==> src/rtl/sh_pkg.sv <==
package sh_pkg;
  localparam int CMD_START_BIT = 8;
  localparam int CMD_HOP_BIT   = 9;
  localparam int CMD_PIN_BIT   = 10;
  localparam int MODE_PROG_LSB = 8;

  localparam logic [1:0] REG_START_HOLD = 2'd0;
  localparam logic [1:0] REG_FREQ_HOLD  = 2'd1;
  localparam logic [1:0] REG_FREQ_STAGE = 2'd2;

  typedef struct packed {
    logic start;
    logic hop;
    logic pin;
  } sync_cmd_t;
endpackage

==> src/rtl/sh_pin_sync.sv <==
module sh_pin_sync (
  input  logic clk,
  input  logic rst_n,
  input  logic pin_in,
  output logic pin_rise
);
  logic meta_q, sync_q, last_q;

  always_ff @(posedge clk or negedge rst_n) begin
    if (!rst_n) begin
      meta_q <= 1'b0;
      sync_q <= 1'b0;
      last_q <= 1'b0;
    end else begin
      meta_q <= pin_in;
      sync_q <= meta_q;
      last_q <= sync_q;
    end
  end

  assign pin_rise = sync_q & ~last_q;

  AST_RISE_SINGLE: assert property (@(posedge clk) disable iff (!rst_n)
    pin_rise |=> !pin_rise) else $error("rise pulse longer than one cycle");
endmodule

==> src/rtl/sh_holdoff.sv <==
module sh_holdoff #(
  parameter int HOLD_W = 16
) (
  input  logic              clk,
  input  logic              rst_n,
  input  logic              arm_soft,
  input  logic              arm_pin,
  input  logic              pin_rise,
  input  logic [HOLD_W-1:0] hold,
  output logic              fire
);
  localparam logic [HOLD_W-1:0] ONE = HOLD_W'(1);

  logic              wait_pin;
  logic              running;
  logic [HOLD_W-1:0] cnt;
  logic              trig;

  assign trig = arm_soft | (wait_pin & pin_rise);
  assign fire = (trig && hold == '0) || (!trig && running && cnt == ONE);

  always_ff @(posedge clk or negedge rst_n) begin
    if (!rst_n) begin
      wait_pin <= 1'b0;
      running  <= 1'b0;
      cnt      <= '0;
    end else begin
      if (trig) begin
        wait_pin <= 1'b0;
        running  <= (hold != '0);
        cnt      <= hold;
      end else if (running) begin
        if (cnt == ONE) running <= 1'b0;
        else            cnt     <= cnt - ONE;
      end
      if (arm_pin) wait_pin <= 1'b1;
    end
  end

  AST_HOLD_NONZERO: assert property (@(posedge clk) disable iff (!rst_n)
    running |-> cnt != '0) else $error("running with zero count");
  AST_HOLD_DECR: assert property (@(posedge clk) disable iff (!rst_n)
    (running && !trig && cnt > ONE) |=> (running && cnt == $past(cnt) - ONE))
    else $error("countdown skipped a step");
  AST_HOLD_END: assert property (@(posedge clk) disable iff (!rst_n)
    (running && !trig && cnt == ONE) |=> !running) else $error("countdown overran");
  AST_PIN_DISARM: assert property (@(posedge clk) disable iff (!rst_n)
    (trig && !arm_pin) |=> !wait_pin) else $error("pin arm kept after trigger");
endmodule

==> src/rtl/sh_channel.sv <==
module sh_channel
  import sh_pkg::*;
#(
  parameter int HOLD_W = 16,
  parameter int FREQ_W = 32
) (
  input  logic              clk,
  input  logic              rst_n,
  input  logic              mode_wr,
  input  logic              mode_sleep,
  input  logic              mode_prog,
  input  logic              reg_wr,
  input  logic [1:0]        reg_sel,
  input  logic [FREQ_W-1:0] reg_data,
  input  logic              sync_sel,
  input  sync_cmd_t         cmd,
  input  logic              pin_rise,
  output logic              sleep,
  output logic              prog,
  output logic [FREQ_W-1:0] active_freq,
  output logic              freq_load
);
  logic [HOLD_W-1:0] start_hold, freq_hold;
  logic [FREQ_W-1:0] stage_freq;
  logic start_fire, hop_fire, stage_wr;

  assign stage_wr = reg_wr && reg_sel == REG_FREQ_STAGE;

  always_ff @(posedge clk or negedge rst_n) begin
    if (!rst_n) begin
      start_hold <= '0;
      freq_hold  <= '0;
      stage_freq <= '0;
    end else if (reg_wr) begin
      case (reg_sel)
        REG_START_HOLD: start_hold <= reg_data[HOLD_W-1:0];
        REG_FREQ_HOLD:  freq_hold  <= reg_data[HOLD_W-1:0];
        REG_FREQ_STAGE: stage_freq <= reg_data;
        default: ;
      endcase
    end
  end

  sh_holdoff #(.HOLD_W(HOLD_W)) u_start (
    .clk(clk), .rst_n(rst_n),
    .arm_soft(sync_sel & cmd.start & ~cmd.pin),
    .arm_pin (sync_sel & cmd.start &  cmd.pin),
    .pin_rise(pin_rise), .hold(start_hold), .fire(start_fire)
  );

  sh_holdoff #(.HOLD_W(HOLD_W)) u_hop (
    .clk(clk), .rst_n(rst_n),
    .arm_soft(sync_sel & cmd.hop & ~cmd.pin),
    .arm_pin (sync_sel & cmd.hop &  cmd.pin),
    .pin_rise(pin_rise), .hold(freq_hold), .fire(hop_fire)
  );

  always_ff @(posedge clk or negedge rst_n) begin
    if (!rst_n) begin
      sleep <= 1'b1;
      prog  <= 1'b0;
    end else if (mode_wr) begin
      sleep <= mode_sleep;
      prog  <= mode_prog;
    end else if (start_fire) begin
      sleep <= 1'b0;
    end
  end

  always_ff @(posedge clk or negedge rst_n) begin
    if (!rst_n) begin
      active_freq <= '0;
      freq_load   <= 1'b0;
    end else begin
      freq_load <= 1'b0;
      if (stage_wr && freq_hold == '0) begin
        active_freq <= reg_data;
        freq_load   <= 1'b1;
      end else if (hop_fire) begin
        active_freq <= stage_freq;
        freq_load   <= 1'b1;
      end
    end
  end

  AST_SLEEP_BY_WRITE: assert property (@(posedge clk) disable iff (!rst_n)
    $rose(sleep) |-> $past(mode_wr)) else $error("sleep set without a write");
  AST_FREQ_ON_LOAD: assert property (@(posedge clk) disable iff (!rst_n)
    !freq_load |-> $stable(active_freq)) else $error("frequency moved without load");
  AST_STAGE_HELD: assert property (@(posedge clk) disable iff (!rst_n)
    (stage_wr && freq_hold != '0 && !hop_fire) |=> !freq_load)
    else $error("staged write leaked to active");
endmodule

==> src/rtl/sync_start_hop.sv <==
module sync_start_hop
  import sh_pkg::*;
#(
  parameter int NUM_CH = 4,
  parameter int HOLD_W = 16,
  parameter int FREQ_W = 32,
  parameter int DATA_W = 32,
  localparam int CH_W   = (NUM_CH > 1) ? $clog2(NUM_CH) : 1,
  localparam int ADDR_W = CH_W + 3
) (
  input  logic                     clk,
  input  logic                     rst_n,
  input  logic                     wr_en,
  input  logic [ADDR_W-1:0]        wr_addr,
  input  logic [DATA_W-1:0]        wr_data,
  input  logic                     sync_pin,
  output logic [NUM_CH-1:0]        chan_sleep,
  output logic [NUM_CH-1:0]        chan_prog,
  output logic [NUM_CH-1:0]        chan_run,
  output logic [NUM_CH*FREQ_W-1:0] nco_freq,
  output logic [NUM_CH-1:0]        nco_load
);
  logic              glob;
  logic [ADDR_W-2:0] glob_idx;
  logic              mode_wr, sync_wr, pin_rise;
  sync_cmd_t         cmd;

  assign glob     = wr_addr[ADDR_W-1];
  assign glob_idx = wr_addr[ADDR_W-2:0];
  assign mode_wr  = wr_en && glob && glob_idx == (ADDR_W-1)'(0);
  assign sync_wr  = wr_en && glob && glob_idx == (ADDR_W-1)'(1);
  assign cmd.start = wr_data[CMD_START_BIT];
  assign cmd.hop   = wr_data[CMD_HOP_BIT];
  assign cmd.pin   = wr_data[CMD_PIN_BIT];

  sh_pin_sync u_pin (
    .clk(clk), .rst_n(rst_n), .pin_in(sync_pin), .pin_rise(pin_rise)
  );

  for (genvar ch = 0; ch < NUM_CH; ch++) begin : g_ch
    logic ch_wr;
    assign ch_wr = wr_en && !glob && wr_addr[ADDR_W-2:2] == CH_W'(ch);

    sh_channel #(.HOLD_W(HOLD_W), .FREQ_W(FREQ_W)) u_chan (
      .clk        (clk),
      .rst_n      (rst_n),
      .mode_wr    (mode_wr),
      .mode_sleep (wr_data[ch]),
      .mode_prog  (wr_data[MODE_PROG_LSB+ch]),
      .reg_wr     (ch_wr),
      .reg_sel    (wr_addr[1:0]),
      .reg_data   (wr_data[FREQ_W-1:0]),
      .sync_sel   (sync_wr & wr_data[ch]),
      .cmd        (cmd),
      .pin_rise   (pin_rise),
      .sleep      (chan_sleep[ch]),
      .prog       (chan_prog[ch]),
      .active_freq(nco_freq[ch*FREQ_W +: FREQ_W]),
      .freq_load  (nco_load[ch])
    );

    assign chan_run[ch] = ~chan_sleep[ch] & ~chan_prog[ch];
  end
endmodule

==> config.mk <==
export PLATFORM = sky130hd
export DESIGN_NAME = sync_start_hop
export DESIGN_NICKNAME = d
export VERILOG_FILES = /design/src/rtl/sh_pkg.sv /design/src/rtl/sh_pin_sync.sv /design/src/rtl/sh_holdoff.sv /design/src/rtl/sh_channel.sv /design/src/rtl/sync_start_hop.sv
export SDC_FILE = /design/constraint.sdc
export NUM_CORES = 1
export LEC_CHECK = 0
export ABC_CLOCK_PERIOD_IN_PS = 6950
export BUFFER_PORTS_ARGS = -buffer_cell sky130_fd_sc_hd__buf_2
export CORE_MARGIN = 2
export CORE_UTILIZATION = 45
export CTS_BUF_LIST = sky130_fd_sc_hd__clkbuf_8 sky130_fd_sc_hd__clkbuf_16
export DETAILED_ROUTE_END_ITERATION = 12
export PLACE_DENSITY = 0.6
export SLEW_MARGIN = 5
export SYNTH_ARGS = -nofsm -noshare
export SYNTH_HDL_FRONTEND = slang
export SYNTH_SLANG_ARGS = --single-unit
==> constraint.sdc <==
create_clock -name clk -period 6.95 [get_ports clk]
set_input_delay 1.39 -clock clk [delete_from_list [all_inputs] [get_ports clk]]
set_output_delay 1.39 -clock clk [all_outputs]
set_load 0.01 [all_outputs]
==> flow_results.xml, run 1 <==
<?xml version="1.0" encoding="UTF-8"?>
<metrics>
  <group name="status">
    <metric name="run_status" unit="">finished clean</metric>
  </group>
  <group name="clock_tree">
    <metric name="post-cts-setup-buffer-count" unit="">0</metric>
    <metric name="cts_tree" unit="">built</metric>
    <metric name="ctsLongestPathBuffers" unit="">3</metric>
    <metric name="postCtsHoldBufs" unit="">0</metric>
    <metric name="cts-root-buf" unit="">sky130_fd_sc_hd__clkbuf_16</metric>
    <metric name="clk_latency" unit="ns">0.61</metric>
    <metric name="cts.repair.resized" unit="">0</metric>
    <metric name="cts.sinks" unit="">543</metric>
    <metric name="cts_buffers" unit="">57</metric>
    <metric name="cts.htree.levels" unit="">2</metric>
    <metric name="cts.clk_slew.worst_paths" unit="ns">0.06</metric>
  </group>
  <group name="power">
    <metric name="p_leak" unit="nW">12.4</metric>
    <metric name="power_per_cell_area" unit="nW/um^2">367</metric>
    <metric name="vdd_ir_drop_max" unit="mV">0.210</metric>
  </group>
  <group name="timing">
    <metric name="report.final.slew_viol_count" unit="">0</metric>
    <metric name="timing_worst_slew_pin_value" unit="ns">1.16</metric>
    <metric name="post-route-min-period" unit="ns">4.31</metric>
    <metric name="hold_viol" unit="">0</metric>
    <metric name="max-slew-margin-rel" unit="%">22.8</metric>
    <metric name="layout_worst_path_cycle_share" unit="%">62.0</metric>
    <metric name="rsz0062_at_grt" unit="">false</metric>
    <metric name="finalSetupTns" unit="ns">0</metric>
    <metric name="setup_viol" unit="">0</metric>
    <metric name="max_freq" unit="GHz">0.232</metric>
    <metric name="finalClockSkew" unit="ns">0.0222</metric>
  </group>
  <group name="cells_and_area">
    <metric name="share_of_final_layout_standard_cells_stronger_than_drive_strength_1" unit="%">28.4</metric>
    <metric name="nNetsFinal" unit="">2348</metric>
    <metric name="final_standard_cell_utilization_of_the_core" unit="%">51.4</metric>
    <metric name="filler_cell_count" unit="">4796</metric>
    <metric name="area.growth.synth_to_final" unit="%">13.6</metric>
  </group>
  <group name="grt">
    <metric name="vias_in_the_first_global_route" unit="">17412</metric>
    <metric name="grt.total_usage" unit="%">23.4</metric>
    <metric name="grt_max_degree" unit="">173</metric>
    <metric name="grt_first_pass_wirelength" unit="um">103000</metric>
    <metric name="number_of_antenna_violations_at_the_first_check_in_global_routing" unit="">1</metric>
    <metric name="grt_overflow_total" unit="">0</metric>
  </group>
  <group name="detailed_routing">
    <metric name="route.antenna.remaining_nets" unit="">0</metric>
    <metric name="routedWlPerCell" unit="um">21.9</metric>
    <metric name="drt_drc_violations_left" unit="">0</metric>
    <metric name="drt_first_pass_iters" unit="">5</metric>
    <metric name="detailed_route_via_count" unit="">17742</metric>
    <metric name="routed_via_density" unit="">5.83</metric>
    <metric name="dr.first_iter.drc_count" unit="">1169</metric>
    <metric name="wirelength" unit="um">66600</metric>
  </group>
  <group name="logic_synthesis">
    <metric name="yosys_warnings" unit="">0</metric>
    <metric name="synth_compound_gate_area_share" unit="%">11.2</metric>
    <metric name="yosys.area_share.adder" unit="%">0.807</metric>
    <metric name="yosys.cell_types.count" unit="">74</metric>
    <metric name="syn-num-nets" unit="">2228</metric>
    <metric name="synth_area_leaders" unit="">sky130_fd_sc_hd__dfrtp_1 54%, sky130_fd_sc_hd__mux2_2 13%, sky130_fd_sc_hd__nand2_1 2.7%</metric>
    <metric name="netlist_instances" unit="">2171</metric>
    <metric name="yosys_register_bits" unit="">543</metric>
    <metric name="yosys_most_used_dff" unit="">sky130_fd_sc_hd__dfrtp_1</metric>
    <metric name="synth_top_family_by_area" unit="">multiplexers</metric>
    <metric name="post_synth.cell_area_avg" unit="um^2">11.4</metric>
    <metric name="synth_enable_flop_cells" unit="">0</metric>
    <metric name="synth.area.mux_share" unit="%">13.2</metric>
    <metric name="ys_async_rst_share" unit="%">100</metric>
    <metric name="synth_seq_area_share" unit="%">54.8</metric>
    <metric name="synth_simple_gate_area_share" unit="%">12.4</metric>
    <metric name="synthesis.area" unit="um^2">24800</metric>
    <metric name="synth_area_leader_cell" unit="">sky130_fd_sc_hd__dfrtp_1</metric>
    <metric name="synth_xor_area_share" unit="%">3.67</metric>
    <metric name="post-synth-top-area-fraction" unit="%">54.4</metric>
  </group>
  <group name="critical_path">
    <metric name="worstSetupEndpointType" unit="">flop</metric>
    <metric name="critical_path_buf_inv_count" unit="">3</metric>
    <metric name="critical_path_class" unit="">input pin to flop</metric>
    <metric name="critPathLaunchType" unit="">input pin</metric>
    <metric name="crit_family" unit="">compound AO/OA/AOI/OAI gates</metric>
    <metric name="critPathSlowestCell" unit="">sky130_fd_sc_hd__a31oi_1</metric>
    <metric name="critPathMaxStageDelay" unit="ns">0.88</metric>
    <metric name="crit_path_max_fanout" unit="">23</metric>
    <metric name="worstPathRequired" unit="ns">7.44</metric>
    <metric name="cp_cell_sequence" unit="">buf_2 &gt; nor4bb_1 &gt; buf_4 &gt; a32oi_1 &gt; a31oi_1 &gt; inv_1 &gt; o221a_2</metric>
    <metric name="timing.critical_path.arrival" unit="ns">4.80</metric>
  </group>
  <group name="place">
    <metric name="numPortBuffers" unit="">184</metric>
    <metric name="gp_routability_congestion" unit="">0.860</metric>
    <metric name="dpl.hpwl" unit="um">42300</metric>
  </group>
  <group name="floorplan">
    <metric name="initial_core_util" unit="%">45.3</metric>
    <metric name="placementRows" unit="">86</metric>
    <metric name="io-pin-count" unit="">185</metric>
    <metric name="dieHeight" unit="um">239</metric>
    <metric name="chipWidth" unit="um">239</metric>
    <metric name="dieArea" unit="um^2">57000</metric>
    <metric name="core_region_area" unit="um^2">54800</metric>
  </group>
  <group name="job">
    <metric name="cap_violations" unit="">0</metric>
  </group>
  <group name="min_path">
    <metric name="hold_path_class" unit="">flop to flop</metric>
  </group>
</metrics>
-- cell families after synthesis --
family | count (synthesis)
compound gates | 408
fa+ha+maj | 16
flops | 543
simple gates | 584
mux | 291
xor+xnor | 104
buf+inv | 225
-- layout make-up --
type / count / area [um^2] / area share, %
tap: 704 / 881 / 3.13
clock buffer: 71 / 1620 / 5.75
sequential: 543 / 13600 / 48.3
inverter: 70 / 263 / 0.933
clock inverter: 35 / 320 / 1.14
timing repair buffer: 216 / 1200 / 4.25
antenna: 1 / 2.50 / 0.00888
multi-input combinational: 1403 / 10300 / 36.5
-- per-stage QoR --
step	total power [W]	worst slack (ns)	hold WS [ns]	area, um^2	cells
after detailed placement	0.00726	2.00	0.336	26200	2936
after global placement	0.00717	2.15	0.341	26200	2936
after floorplan	0.00635	3.62	0.331	24800	2171
after global routing	0.0109	2.42	0.378	28200	3043
final	0.0104	2.64	0.354	28200	3043
after CTS	0.0104	2.66	0.359	28200	3042
-- path summary, 6_finish.rpt --
kind	start	to	slack (ns)	cells past startpoint
worst max-delay path	wr_data[9]	g_ch[0].u_chan.active_freq[18]	2.64	7
worst min-delay path	u_pin.meta_q	u_pin.sync_q	0.35	0
worst max register to register	u_pin.sync_q	g_ch[0].u_chan.active_freq[18]	3.35	5
worst min register to register	u_pin.meta_q	u_pin.sync_q	0.35	0
max in group asynchronous	rst_n	g_ch[2].u_chan.active_freq[20]	4.71	2
min in group asynchronous	rst_n	g_ch[1].u_chan.u_start.cnt[14]	0.80	1
-- report_power, final --
| part | internal [W] | total (W) | switching, W |
|---|---|---|---|
| clock | 0.00183 | 0.00313 | 0.00129 |
| sequential | 0.00407 | 0.00483 | 0.000761 |
| combinational | 0.00117 | 0.00240 | 0.00122 |
-- routing by layer --
| metal | track usage [%] | vias to the layer above | part of all wire, % |
|---|---|---|---|
| li1 | - | 8111 | - |
| met3 | 5.32 | 114 | 6.3 |
| met2 | 36.4 | 481 | 46 |
| met4 | 8.26 | 0 | 3.4 |
| met1 | 32.3 | 9036 | 45 |
| met5 | 0 | - | 0 |
-- sequential cells by signal, indices dropped and copies added (netlist names) --
signal                        cells
g_ch.u_chan.freq_load             4
u_pin.meta_q                      1
g_ch.u_chan.u_start.cnt          64
g_ch.u_chan.active_freq         128
u_pin.sync_q                      1
g_ch.u_chan.stage_freq          128
g_ch.u_chan.freq_hold            64
g_ch.u_chan.u_hop.cnt            64
g_ch.u_chan.u_start.wait_pin      4
g_ch.u_chan.sleep                 4
g_ch.u_chan.u_start.running       4
g_ch.u_chan.u_hop.wait_pin        4
g_ch.u_chan.prog                  4
u_pin.last_q                      1
g_ch.u_chan.start_hold           64
g_ch.u_chan.u_hop.running         4
-- cell usage after synthesis (all sizes together), types with 10 or more instances --
master and instances:
or3 39, nor2 93, buf 40, a21oi 68
ha 16, nor3 38, xnor2 75, or4 25
a32oi 35, o21ai 162, xor2 29, o221a 24
and3 10, nand2 179, clkbuf 115, nor4b 29
nand4 14, inv 70, and2 16, a221o 31
nor4 71, o32ai 10, mux2 291, dfrtp 539
a31oi 14, nand3 21
-- layout by cell type (no fill, tap or decap), drive strengths merged, types with 68 or more instances in the layout --
| cell | Yosys | layout |
|---|---|---|
| nor2 | 93 | 93 |
| buf | 40 | 216 |
| nor4 | 71 | 71 |
| o21ai | 162 | 162 |
| clkbuf | 115 | 71 |
| inv | 70 | 79 |
| mux2 | 291 | 291 |
| xnor2 | 75 | 75 |
| dfrtp | 539 | 539 |
| nand2 | 179 | 179 |
| a21oi | 68 | 68 |
Power figures use the tool's default switching activity.
==> run 2, diff against run 1 <==
--- a/config.mk
+++ b/config.mk
@@ -5,13 +5,13 @@
 export SDC_FILE = /design/constraint.sdc
 export NUM_CORES = 1
 export LEC_CHECK = 0
-export ABC_CLOCK_PERIOD_IN_PS = 6950
+export ABC_CLOCK_PERIOD_IN_PS = 3450
 export BUFFER_PORTS_ARGS = -buffer_cell sky130_fd_sc_hd__buf_2
 export CORE_MARGIN = 2
 export CORE_UTILIZATION = 45
 export CTS_BUF_LIST = sky130_fd_sc_hd__clkbuf_8 sky130_fd_sc_hd__clkbuf_16
 export DETAILED_ROUTE_END_ITERATION = 12
-export PLACE_DENSITY = 0.6
+export PLACE_DENSITY = 0.62
 export SLEW_MARGIN = 5
 export SYNTH_ARGS = -nofsm -noshare
 export SYNTH_HDL_FRONTEND = slang
==> constraint.sdc (replaced) <==
create_clock -name clk -period 3.45 [get_ports clk]
set_input_delay 0.69 -clock clk [delete_from_list [all_inputs] [get_ports clk]]
set_output_delay 0.69 -clock clk [all_outputs]
set_load 0.01 [all_outputs]
==> run 2 against run 1 <==
Core utilization up 0.47 points. Count of clock-buffer cells in the layout down 5. Sequential cell count unchanged. Clock skew down 0.0088 ns. Critical path type unchanged.
==> flow_results.xml, run 2 (synthesis gave the netlist of run 1 again) <==
<?xml version="1.0" encoding="UTF-8"?>
<metrics>
  <group name="status">
    <metric name="run_status" unit="">finished clean</metric>
  </group>
  <group name="cells_and_area">
    <metric name="most-common-layout-cells" unit="">539 x sky130_fd_sc_hd__dfrtp_1, 283 x sky130_fd_sc_hd__mux2_2, 183 x sky130_fd_sc_hd__buf_2</metric>
    <metric name="final-seq-area" unit="um^2">13600</metric>
    <metric name="final_area" unit="um^2">28400</metric>
    <metric name="multi_input_area" unit="um^2">10300</metric>
    <metric name="largest_registers_in_the_final_layout" unit="">g_ch.u_chan.active_freq: 128 flops, g_ch.u_chan.stage_freq: 128 flops</metric>
    <metric name="most_common_cell_after_layout_fill_and_taps_aside" unit="">sky130_fd_sc_hd__dfrtp_1</metric>
    <metric name="filler_cell_count" unit="">4744</metric>
    <metric name="share_of_final_layout_standard_cells_stronger_than_drive_strength_1" unit="%">29.2</metric>
    <metric name="nNetsFinal" unit="">2380</metric>
    <metric name="final_cell_count_no_fill" unit="">3074</metric>
    <metric name="area.growth.synth_to_final" unit="%">14.6</metric>
  </group>
  <group name="place">
    <metric name="gp_routability_congestion" unit="">0.859</metric>
    <metric name="placed_area" unit="um^2">26500</metric>
    <metric name="dpl.hpwl" unit="um">44700</metric>
    <metric name="numPortBuffers" unit="">184</metric>
    <metric name="place_inst" unit="">2968</metric>
  </group>
  <group name="timing">
    <metric name="post-route-min-period" unit="ns">2.95</metric>
    <metric name="report.final.slew_viol_count" unit="">0</metric>
    <metric name="hold_viol" unit="">0</metric>
    <metric name="rsz0062_at_grt" unit="">false</metric>
    <metric name="max-slew-margin-rel" unit="%">20.0</metric>
    <metric name="timing_worst_slew_pin_value" unit="ns">1.19</metric>
    <metric name="finalClockSkew" unit="ns">0.0134</metric>
    <metric name="layout_worst_path_cycle_share" unit="%">85.4</metric>
    <metric name="fin_hold_ws" unit="ns">0.0676</metric>
    <metric name="max_freq" unit="GHz">0.339</metric>
    <metric name="setup_viol" unit="">0</metric>
  </group>
  <group name="grt">
    <metric name="grt_first_pass_wirelength" unit="um">106000</metric>
    <metric name="number_of_antenna_violations_at_the_first_check_in_global_routing" unit="">5</metric>
    <metric name="grt_overflow_total" unit="">0</metric>
    <metric name="grt.total_usage" unit="%">23.9</metric>
    <metric name="vias_in_the_first_global_route" unit="">17708</metric>
    <metric name="grt_max_degree" unit="">81</metric>
  </group>
  <group name="clock_tree">
    <metric name="cts.htree.levels" unit="">2</metric>
    <metric name="cts_tree" unit="">built</metric>
    <metric name="cts_buffers" unit="">57</metric>
    <metric name="cts-root-buf" unit="">sky130_fd_sc_hd__clkbuf_16</metric>
    <metric name="cts.clk_slew.worst_paths" unit="ns">0.06</metric>
    <metric name="cts.sinks" unit="">543</metric>
    <metric name="ctsLongestPathBuffers" unit="">3</metric>
    <metric name="post-cts-setup-buffer-count" unit="">0</metric>
    <metric name="clk_latency" unit="ns">0.61</metric>
    <metric name="cts.repair.resized" unit="">0</metric>
    <metric name="postCtsHoldBufs" unit="">0</metric>
  </group>
  <group name="critical_path">
    <metric name="critPathMaxStageDelay" unit="ns">0.84</metric>
    <metric name="critPathLaunchType" unit="">input pin</metric>
    <metric name="worst_path_most_repeated_cell" unit="">sky130_fd_sc_hd__buf_4</metric>
    <metric name="cp_cell_sequence" unit="">buf_2 &gt; nor4bb_1 &gt; a32oi_1 &gt; buf_4 &gt; a31oi_1 &gt; inv_1 &gt; buf_4 &gt; mux2_2</metric>
    <metric name="worstSetupEndpointType" unit="">flop</metric>
    <metric name="crit_path_max_fanout" unit="">23</metric>
    <metric name="critical_path_class" unit="">input pin to flop</metric>
    <metric name="critPathSlowestCell" unit="">sky130_fd_sc_hd__a31oi_1</metric>
    <metric name="reg2regPathDepth" unit="">8</metric>
    <metric name="worstPathRequired" unit="ns">3.94</metric>
    <metric name="timing.critical_path.arrival" unit="ns">3.44</metric>
  </group>
  <group name="floorplan">
    <metric name="core_region_area" unit="um^2">54800</metric>
    <metric name="io-pin-count" unit="">185</metric>
    <metric name="placementRows" unit="">86</metric>
    <metric name="dieHeight" unit="um">239</metric>
    <metric name="chipWidth" unit="um">239</metric>
    <metric name="initial_core_util" unit="%">45.3</metric>
    <metric name="dieArea" unit="um^2">57000</metric>
  </group>
  <group name="detailed_routing">
    <metric name="wirelength" unit="um">67600</metric>
    <metric name="route.antenna.remaining_nets" unit="">0</metric>
    <metric name="routedWlPerCell" unit="um">22.0</metric>
    <metric name="detailed_route_via_count" unit="">17974</metric>
    <metric name="drt_drc_violations_left" unit="">0</metric>
    <metric name="dr.first_iter.drc_count" unit="">1419</metric>
    <metric name="routed_via_density" unit="">5.85</metric>
    <metric name="drt_first_pass_iters" unit="">5</metric>
  </group>
  <group name="power">
    <metric name="p_leak" unit="nW">12.6</metric>
    <metric name="vdd_ir_drop_max" unit="mV">0.387</metric>
    <metric name="power" unit="W">0.0208</metric>
    <metric name="power_per_cell_area" unit="nW/um^2">733</metric>
  </group>
  <group name="job">
    <metric name="cap_violations" unit="">0</metric>
  </group>
  <group name="min_path">
    <metric name="hold_path_class" unit="">input pin to asynchronous set/reset pin</metric>
  </group>
</metrics>
run 2: cell types whose count changed in the layout (fill, tap and decap cells not counted), sizes merged:
cell	change
clkinv	+2
inv	+2
clkinvlp	-1
buf	+32
diode	+1
clkbuf	-5
run 2: power breakdown:
group / switching [W] / leakage (nW) / internal [W] / total, W
logic: 0.00248 / 4.80 / 0.00238 / 0.00486
clock network: 0.00263 / 0.964 / 0.00360 / 0.00623
registers: 0.00155 / 6.80 / 0.00820 / 0.00974
run 2: worst max-delay path: cells and delay by family:
family | cells | cell delay, ns
muxes | 1 | 0.30
AOI/OAI and AO/OA | 2 | 1.05
and+or+nand+nor | 1 | 0.69
buffers and inverters | 4 | 0.70
run 2: layer usage:
layer  share of wire, %  wire, um  vias to the layer above  global-route usage (%)
met5              0.019        13                        -                       0
met4                2.1      1440                        2                    6.12
met3                6.5      4370                       86                    4.73
met2                 47     31600                      538                    38.0
met1                 45     30200                     9161                    33.8
li1                   -         -                     8187                       -
run 2: cell type report:
| cell class | instances | share of cell area, % |
|---|---|---|
| inverters | 70 | 0.924 |
| clock buffers | 66 | 5.45 |
| diodes | 2 | 0.0176 |
| clock inverters | 38 | 1.30 |
| well taps | 704 | 3.10 |
| multi-input cells | 1403 | 36.2 |
| repair buffers | 248 | 5.19 |
| flip-flops and latches | 543 | 47.8 |
run 2: per-stage QoR:
stage	worst slack, ns	util (%)	TNS [ns]
final	0.504	51.9	0
after global routing	0.433	51.9	0
after CTS	0.566	51.9	0
after detailed placement	-0.0557	48.4	-0.927
after global placement	-0.0453	48.4	-0.865
after floorplan	0.815	-	0
run 2: final timing paths:
| kind | startpoint | end | slack [ns] |
|---|---|---|---|
| max in group asynchronous | rst_n | g_ch[3].u_chan.stage_freq[11] | 2.45 |
| min reg2reg | u_pin.meta_q | u_pin.sync_q | 0.36 |
| max | wr_data[9] | g_ch[0].u_chan.active_freq[9] | 0.50 |
| min in group clk | sync_pin | u_pin.meta_q | 0.19 |
| max reg2reg | u_pin.sync_q | g_ch[1].u_chan.active_freq[3] | 0.70 |
| min | rst_n | g_ch[1].u_chan.u_start.cnt[10] | 0.07 |
